**src/rtl/dct8_lift_pkg.sv**
```systemverilog
package dct8_lift_pkg;
  localparam int unsigned SHIFT_SLOTS = 4;
  localparam int unsigned SHIFT_W     = 4;

  // slot value 0 = slot unused
  typedef logic [SHIFT_SLOTS-1:0][SHIFT_W-1:0] shift_list_t;

  typedef enum logic [3:0] {
    ST_INIT,
    ST_BFLY_IN,
    ST_BFLY_EVEN,
    ST_LIFT_1,
    ST_LIFT_2,
    ST_LIFT_3,
    ST_LIFT_4,
    ST_LIFT_5,
    ST_WRITE
  } state_t;
endpackage

```
**src/rtl/dct8_lift_step.sv**
```systemverilog
module dct8_lift_step
  import dct8_lift_pkg::*;
#(
  parameter int unsigned DW       = 12,
  parameter shift_list_t SHIFTS   = '0,
  parameter bit          SUBTRACT = 1'b0
) (
  input  logic signed [DW-1:0] base_i,
  input  logic signed [DW-1:0] src_i,
  output logic signed [DW-1:0] res_o
);
  logic signed [DW-1:0] term [SHIFT_SLOTS];
  logic signed [DW-1:0] prod;

  for (genvar i = 0; i < SHIFT_SLOTS; i++) begin : g_term
    if (SHIFTS[i] == '0) begin : g_off
      assign term[i] = '0;
    end else begin : g_on
      assign term[i] = src_i >>> SHIFTS[i];
    end
  end

  always_comb begin
    prod = '0;
    for (int i = 0; i < SHIFT_SLOTS; i++) prod = prod + term[i];
  end

  if (SUBTRACT) begin : g_pred
    assign res_o = base_i - prod;
  end else begin : g_upd
    assign res_o = base_i + prod;
  end
endmodule

```
**src/rtl/dct8_lift_fsm.sv**
```systemverilog
module dct8_lift_fsm
  import dct8_lift_pkg::*;
(
  input  logic   clk_i,
  input  logic   rst_ni,
  input  logic   start_i,
  output state_t state_o,
  output logic   done_o
);
  state_t state_q, state_d;
  logic   done_q;

  always_comb begin
    state_d = state_q;
    unique case (state_q)
      ST_INIT:      if (start_i) state_d = ST_BFLY_IN;
      ST_BFLY_IN:   state_d = ST_BFLY_EVEN;
      ST_BFLY_EVEN: state_d = ST_LIFT_1;
      ST_LIFT_1:    state_d = ST_LIFT_2;
      ST_LIFT_2:    state_d = ST_LIFT_3;
      ST_LIFT_3:    state_d = ST_LIFT_4;
      ST_LIFT_4:    state_d = ST_LIFT_5;
      ST_LIFT_5:    state_d = ST_WRITE;
      ST_WRITE:     state_d = ST_INIT;
      default:      state_d = ST_INIT;
    endcase
  end

  always_ff @(posedge clk_i or negedge rst_ni) begin
    if (!rst_ni) begin
      state_q <= ST_INIT;
      done_q  <= 1'b0;
    end else begin
      state_q <= state_d;
      done_q  <= (state_q == ST_WRITE);
    end
  end

  assign state_o = state_q;
  assign done_o  = done_q;
endmodule

```
**src/rtl/dct8_lift_core.sv**
```systemverilog
module dct8_lift_core
  import dct8_lift_pkg::*;
#(
  parameter int unsigned IW         = 8,
  parameter int unsigned DW         = IW + 4,
  parameter shift_list_t PRED_EVEN  = {4'd0, 4'd0, 4'd3, 4'd2},
  parameter shift_list_t UPD_EVEN   = {4'd0, 4'd0, 4'd3, 4'd2},
  parameter shift_list_t PRED_A     = {4'd0, 4'd5, 4'd3, 4'd2},
  parameter shift_list_t UPD_A      = {4'd0, 4'd4, 4'd3, 4'd1},
  parameter shift_list_t PRED_B     = {4'd0, 4'd0, 4'd4, 4'd3},
  parameter shift_list_t UPD_B      = {4'd0, 4'd0, 4'd4, 4'd3},
  parameter shift_list_t PRED_C     = {4'd0, 4'd3, 4'd2, 4'd1},
  parameter shift_list_t UPD_C      = {4'd0, 4'd0, 4'd0, 4'd1}
) (
  input  logic            clk_i,
  input  logic            rst_ni,
  input  logic            start_i,
  input  logic [8*IW-1:0] samples_i,
  output logic            done_o,
  output logic [8*DW-1:0] coef_o
);
  localparam int unsigned N    = 8;
  localparam int unsigned HALF = N / 2;

  state_t state;

  logic signed [DW-1:0] smp_ext [N];
  logic signed [DW-1:0] x_q     [N];
  logic signed [DW-1:0] a_q     [HALF];
  logic signed [DW-1:0] b_q     [HALF];
  logic signed [DW-1:0] c_q     [HALF];
  logic signed [DW-1:0] e_q     [HALF];
  logic signed [DW-1:0] w_q     [N];
  logic signed [DW-1:0] coef_q  [N];
  logic signed [DW-1:0] p_q, q_q;

  logic signed [DW-1:0] pa_res, ua_res, pe_res, ue_res;
  logic signed [DW-1:0] pb_res, ub_res, pc_res, uc_res;

  dct8_lift_fsm u_fsm (
    .clk_i   (clk_i),
    .rst_ni  (rst_ni),
    .start_i (start_i),
    .state_o (state),
    .done_o  (done_o)
  );

  for (genvar k = 0; k < N; k++) begin : g_io
    assign smp_ext[k] = {{(DW-IW){samples_i[k*IW+IW-1]}}, samples_i[k*IW +: IW]};
    assign coef_o[k*DW +: DW] = coef_q[k];
  end

  // odd rotation A on (b2, b1)
  dct8_lift_step #(.DW(DW), .SHIFTS(PRED_A), .SUBTRACT(1'b1)) u_pa (
    .base_i(b_q[2]), .src_i(b_q[1]), .res_o(pa_res));
  dct8_lift_step #(.DW(DW), .SHIFTS(UPD_A), .SUBTRACT(1'b0)) u_ua (
    .base_i(b_q[1]), .src_i(p_q), .res_o(ua_res));
  // even rotation on (c2, c3)
  dct8_lift_step #(.DW(DW), .SHIFTS(PRED_EVEN), .SUBTRACT(1'b1)) u_pe (
    .base_i(c_q[2]), .src_i(c_q[3]), .res_o(pe_res));
  dct8_lift_step #(.DW(DW), .SHIFTS(UPD_EVEN), .SUBTRACT(1'b0)) u_ue (
    .base_i(c_q[3]), .src_i(w_q[6]), .res_o(ue_res));
  // odd rotation B on (e3, e0)
  dct8_lift_step #(.DW(DW), .SHIFTS(PRED_B), .SUBTRACT(1'b1)) u_pb (
    .base_i(e_q[3]), .src_i(e_q[0]), .res_o(pb_res));
  dct8_lift_step #(.DW(DW), .SHIFTS(UPD_B), .SUBTRACT(1'b0)) u_ub (
    .base_i(e_q[0]), .src_i(w_q[7]), .res_o(ub_res));
  // odd rotation C on (e2, e1)
  dct8_lift_step #(.DW(DW), .SHIFTS(PRED_C), .SUBTRACT(1'b1)) u_pc (
    .base_i(e_q[2]), .src_i(e_q[1]), .res_o(pc_res));
  dct8_lift_step #(.DW(DW), .SHIFTS(UPD_C), .SUBTRACT(1'b0)) u_uc (
    .base_i(e_q[1]), .src_i(w_q[3]), .res_o(uc_res));

  always_ff @(posedge clk_i or negedge rst_ni) begin
    if (!rst_ni) begin
      for (int k = 0; k < N; k++) begin
        x_q[k]    <= '0;
        w_q[k]    <= '0;
        coef_q[k] <= '0;
      end
      for (int k = 0; k < HALF; k++) begin
        a_q[k] <= '0;
        b_q[k] <= '0;
        c_q[k] <= '0;
        e_q[k] <= '0;
      end
      p_q <= '0;
      q_q <= '0;
    end else begin
      unique case (state)
        ST_INIT: begin
          if (start_i) begin
            for (int k = 0; k < N; k++) x_q[k] <= smp_ext[k];
          end
        end
        ST_BFLY_IN: begin
          for (int k = 0; k < HALF; k++) begin
            a_q[k] <= x_q[k] + x_q[N-1-k];
            b_q[k] <= x_q[k] - x_q[N-1-k];
          end
        end
        ST_BFLY_EVEN: begin
          c_q[0] <= a_q[0] + a_q[3];
          c_q[1] <= a_q[1] + a_q[2];
          c_q[2] <= a_q[1] - a_q[2];
          c_q[3] <= a_q[0] - a_q[3];
        end
        ST_LIFT_1: begin
          w_q[0] <= c_q[0] + c_q[1];
          p_q    <= pa_res;
        end
        ST_LIFT_2: begin
          w_q[4] <= (w_q[0] >>> 1) - c_q[1];
          w_q[6] <= pe_res;
          q_q    <= ua_res;
        end
        ST_LIFT_3: begin
          w_q[2] <= ue_res;
          e_q[0] <= b_q[0] + q_q;
          e_q[1] <= b_q[0] - q_q;
          e_q[2] <= b_q[3] - p_q;
          e_q[3] <= b_q[3] + p_q;
        end
        ST_LIFT_4: begin
          w_q[7] <= pb_res;
          w_q[3] <= pc_res;
        end
        ST_LIFT_5: begin
          w_q[1] <= ub_res;
          w_q[5] <= uc_res;
        end
        ST_WRITE: begin
          for (int k = 0; k < N; k++) coef_q[k] <= w_q[k];
        end
        default: ;
      endcase
    end
  end
endmodule

```
**config.mk**
```make
export PLATFORM = sky130hd
export DESIGN_NAME = dct8_lift_core
export DESIGN_NICKNAME = d
export VERILOG_FILES = /design/src/rtl/dct8_lift_pkg.sv /design/src/rtl/dct8_lift_step.sv /design/src/rtl/dct8_lift_fsm.sv /design/src/rtl/dct8_lift_core.sv
export SDC_FILE = /design/constraint.sdc
export NUM_CORES = 1
export LEC_CHECK = 0
export ABC_AREA = 1
export BUFFER_PORTS_ARGS = -buffer_cell sky130_fd_sc_hd__buf_2
export CORE_MARGIN = 5
export CORE_UTILIZATION = 25
export DETAILED_ROUTE_END_ITERATION = 6
export HOLD_SLACK_MARGIN = 0.08
export PLACE_DENSITY = 0.41
export RECOVER_POWER = 50
export SLEW_MARGIN = 10
export SYNTH_ARGS = -nofsm -noshare
export SYNTH_HDL_FRONTEND = slang
export SYNTH_SLANG_ARGS = --single-unit
```
**constraint.sdc**
```tcl
create_clock -name clk_i -period 3.6 [get_ports clk_i]
set_input_delay 0.36 -clock clk_i [delete_from_list [all_inputs] [get_ports clk_i]]
set_output_delay 0.36 -clock clk_i [all_outputs]
set_load 0.02 [all_outputs]
```
==> results.sh <==
export IMPL_status="finished with violations"
export IMPL_violations="capacitance limit, slew limit"
export IMPL_syn_cell_area_sq_mm=0.03106
export IMPL_end_kind="flop"
export IMPL_drive_gt1_share_pct=6.435
export IMPL_cts_buffers=56
export IMPL_reg2reg_slack_ps=460
export IMPL_mostFrequentLayoutCell="nand2_1"
export IMPL_final_setup_skew_ps=28.97
export IMPL_overflow=0
export IMPL_start_util_pct=25.12
export IMPL_synth_area_per_cell_sq_um=7.467
export IMPL_slew_viol_final=59
export IMPL_fin_util_pct=29.23
export IMPL_fillers=13628
export IMPL_fmax_mhz=318.2
export IMPL_arrival_ps=3690
export IMPL_routed_via_density=4.330
export IMPL_crit_path_max_incr_delay_ps=510
export IMPL_cts_setup_buffers=0
export IMPL_rsz0062_at_grt="false"
export IMPL_fin_area_sq_mm=0.03614
export IMPL_clk_pin_slew_worst_paths_ps=60
export IMPL_drtIter0Drc=1469
export IMPL_slew_headroom_pct=-9.149
export IMPL_crit_chain="fa_1 -> ha_1 -> inv_1 -> fa_1 -> o221ai_1 -> xnor2_1 -> ha_1 -> a21oi_1 -> o21a_1 -> nand2_1 -> nand2_1 -> nand2_1 -> nand2_1 -> nand2_1"
export IMPL_crit_type="flop to flop"
export IMPL_die_width_um=362.5
export IMPL_routed_via_count=26134
export IMPL_drt_pass1_iter_count=5
export IMPL_clockBufferDepth=3
export IMPL_dieArea_sq_mm=0.1314
export IMPL_syn_inst=4160
export IMPL_ys_warn_count=0
export IMPL_syn_to_final_growth_pct=16.34
export IMPL_htree_levels=2
export IMPL_coreArea_sq_mm=0.1236
export IMPL_clock_latency_ps=660
export IMPL_min_period_ps=3143
export IMPL_fin_setup_tns_ps=0
export IMPL_grt_pass1_vias=25567
export IMPL_synth_cell_type_count=34
export IMPL_cts_tree="built"
export IMPL_cts_hold_buf=66
export IMPL_grt_max_degree=89
export IMPL_finalHoldViolCount=0
export IMPL_drv_cap=1
export IMPL_setup_viol=0
export IMPL_wire_per_inst_um=15.76
export IMPL_nets=4783
export IMPL_root_buffer="clkbuf_16"
export IMPL_critPathSlowestCell="fa_1"
export IMPL_worstMarginPinSlew_ps=1637
export IMPL_cpMostUsedCell="nand2_1"
export IMPL_die_height_um=362.5
export IMPL_ios=164
export IMPL_fin_crit_sh_pct=87.29
export IMPL_start_kind="flop"
export IMPL_grt_pass1_wl_um=151200
export IMPL_n_antenna_cell=0
export IMPL_path_max_fanout=5
export IMPL_cts_sinks=445
export IMPL_gp_congestion=0.8576
export IMPL_synth_seq_area_share_pct=35.85
export IMPL_synth_net_count=4590
export IMPL_dp_hpwl_um=75090
export IMPL_cp_required_ps=4150
export IMPL_portBuffers=163
export IMPL_ant_nets=0
export IMPL_cts_repair_resized=0
export IMPL_wirelength_um=95090
export IMPL_antenna_found_initial=2
export IMPL_placed_cell_area_sq_mm=0.03373
export IMPL_ys_ff_latch=445
export IMPL_placementRows=129
export IMPL_hold_path_class="input pin to flop"
export IMPL_drc=0
export IMPL_final_cell_mix="nand2_1, inv_1, dfrtp_1"
export IMPL_grt_use_total_pct=14.40
-- critical path: cells and delay by family, from the launching register on --
| family | cells | cell delay [ps] |
|---|---|---|
| xor gates and xnor gates | 1 | 150 |
| DFF | 1 | 460 |
| AOI/OAI and AO/OA | 3 | 680 |
| and+or+nand+nor | 5 | 250 |
| adders and majority gates | 4 | 1420 |
| buffers and inverters | 1 | 60 |
-- layout make-up --
type	count	area [sq um]	area share [%]
Timing Repair Buffer	255	1612	4.460
Inverter	648	2435	6.738
Tap cell	1637	2048	5.668
Clock buffer	73	1568	4.338
Clock inverter	30	332.8	0.9210
Multi-Input combinational cell	2947	17010	47.06
Sequential cell	445	11140	30.82
-- sequential cells by signal, indices dropped and copies added (netlist names), 32 cells and up --
name    flops
w_q        96
e_q        46
x_q        64
b_q        32
a_q        36
c_q        46
coef_o     96
-- through the flow --
stage / worst slack [ps] / cells / hold slack [ps]
after floorplan: 705.9 / 4160 / 64.41
after global placement: 443.1 / 5866 / 359.2
after detailed placement: 455.6 / 5866 / 359.3
after CTS: 434.6 / 6035 / 235.2
after global routing: 173.7 / 6035 / 443.1
final: 457.4 / 6035 / 464.1
-- worst paths after layout --
kind / to / startpoint / cells past startpoint
max: p_q[8] / b_q[30] / 14
min in group asynchronous: u_fsm.done_o / rst_ni / 2
max reg2reg: p_q[8] / b_q[30] / 14
min reg2reg: coef_o[59] / coef_o[59] / 2
min: x_q[75] / samples_i[11] / 3
max in group asynchronous: x_q[86] / rst_ni / 3
-- cells by family after synthesis --
kind of cell               Yosys count  synth area share [%]
and+or+nand+nor                   1958                 25.72
adders and majority gates          363                 16.99
DFF                                445                 35.85
muxes                               28                 1.015
buffers and inverters              768                 9.434
xor gates and xnor gates            81                 2.284
AOI/OAI and AO/OA                  517                 8.701
-- layer usage --
layer / global-route usage [%] / vias up / wire length (um)
met5: 0 / - / 12
met1: 21.86 / 12139 / 49990
met4: 2.675 / 2 / 1405
met3: 1.569 / 82 / 3144
met2: 22.19 / 402 / 40540
li1: - / 13509 / -
-- synth_stat cells --
cell type,instances,share of area (%)
nand2_1,1316,16
inv_1,641,7.7
dfrtp_1,445,36
nand3_1,275,4.4
ha_1,265,11
nor2_1,262,3.2
o21ai_0,228,3.7
a21oi_1,173,2.8
fa_1,98,6.3
clkbuf_1,82,0.99
xor2_1,54,1.5
o21ai_1,53,0.85
nand4_1,46,0.93
buf_2,38,0.61
nand3b_1,30,0.73
o22ai_1,27,0.54
xnor2_1,27,0.76
mux2_2,23,0.83
o21bai_1,22,0.53
nor3_1,14,0.23
a31oi_1,8,0.16
or2_2,8,0.16
inv_2,6,0.073
mux2_1,5,0.18
a21o_1,3,0.073
and2_1,2,0.040
nor2_2,2,0.040
a21boi_0,1,0.024
and3_1,1,0.020
clkinv_1,1,0.012
nand3_2,1,0.032
nor3_4,1,0.052
o21a_1,1,0.024
o221ai_1,1,0.028
Power is left out: the tool's default activity adds up to more than one toggle a clock period on the data nets, which glitch-free logic cannot reach.
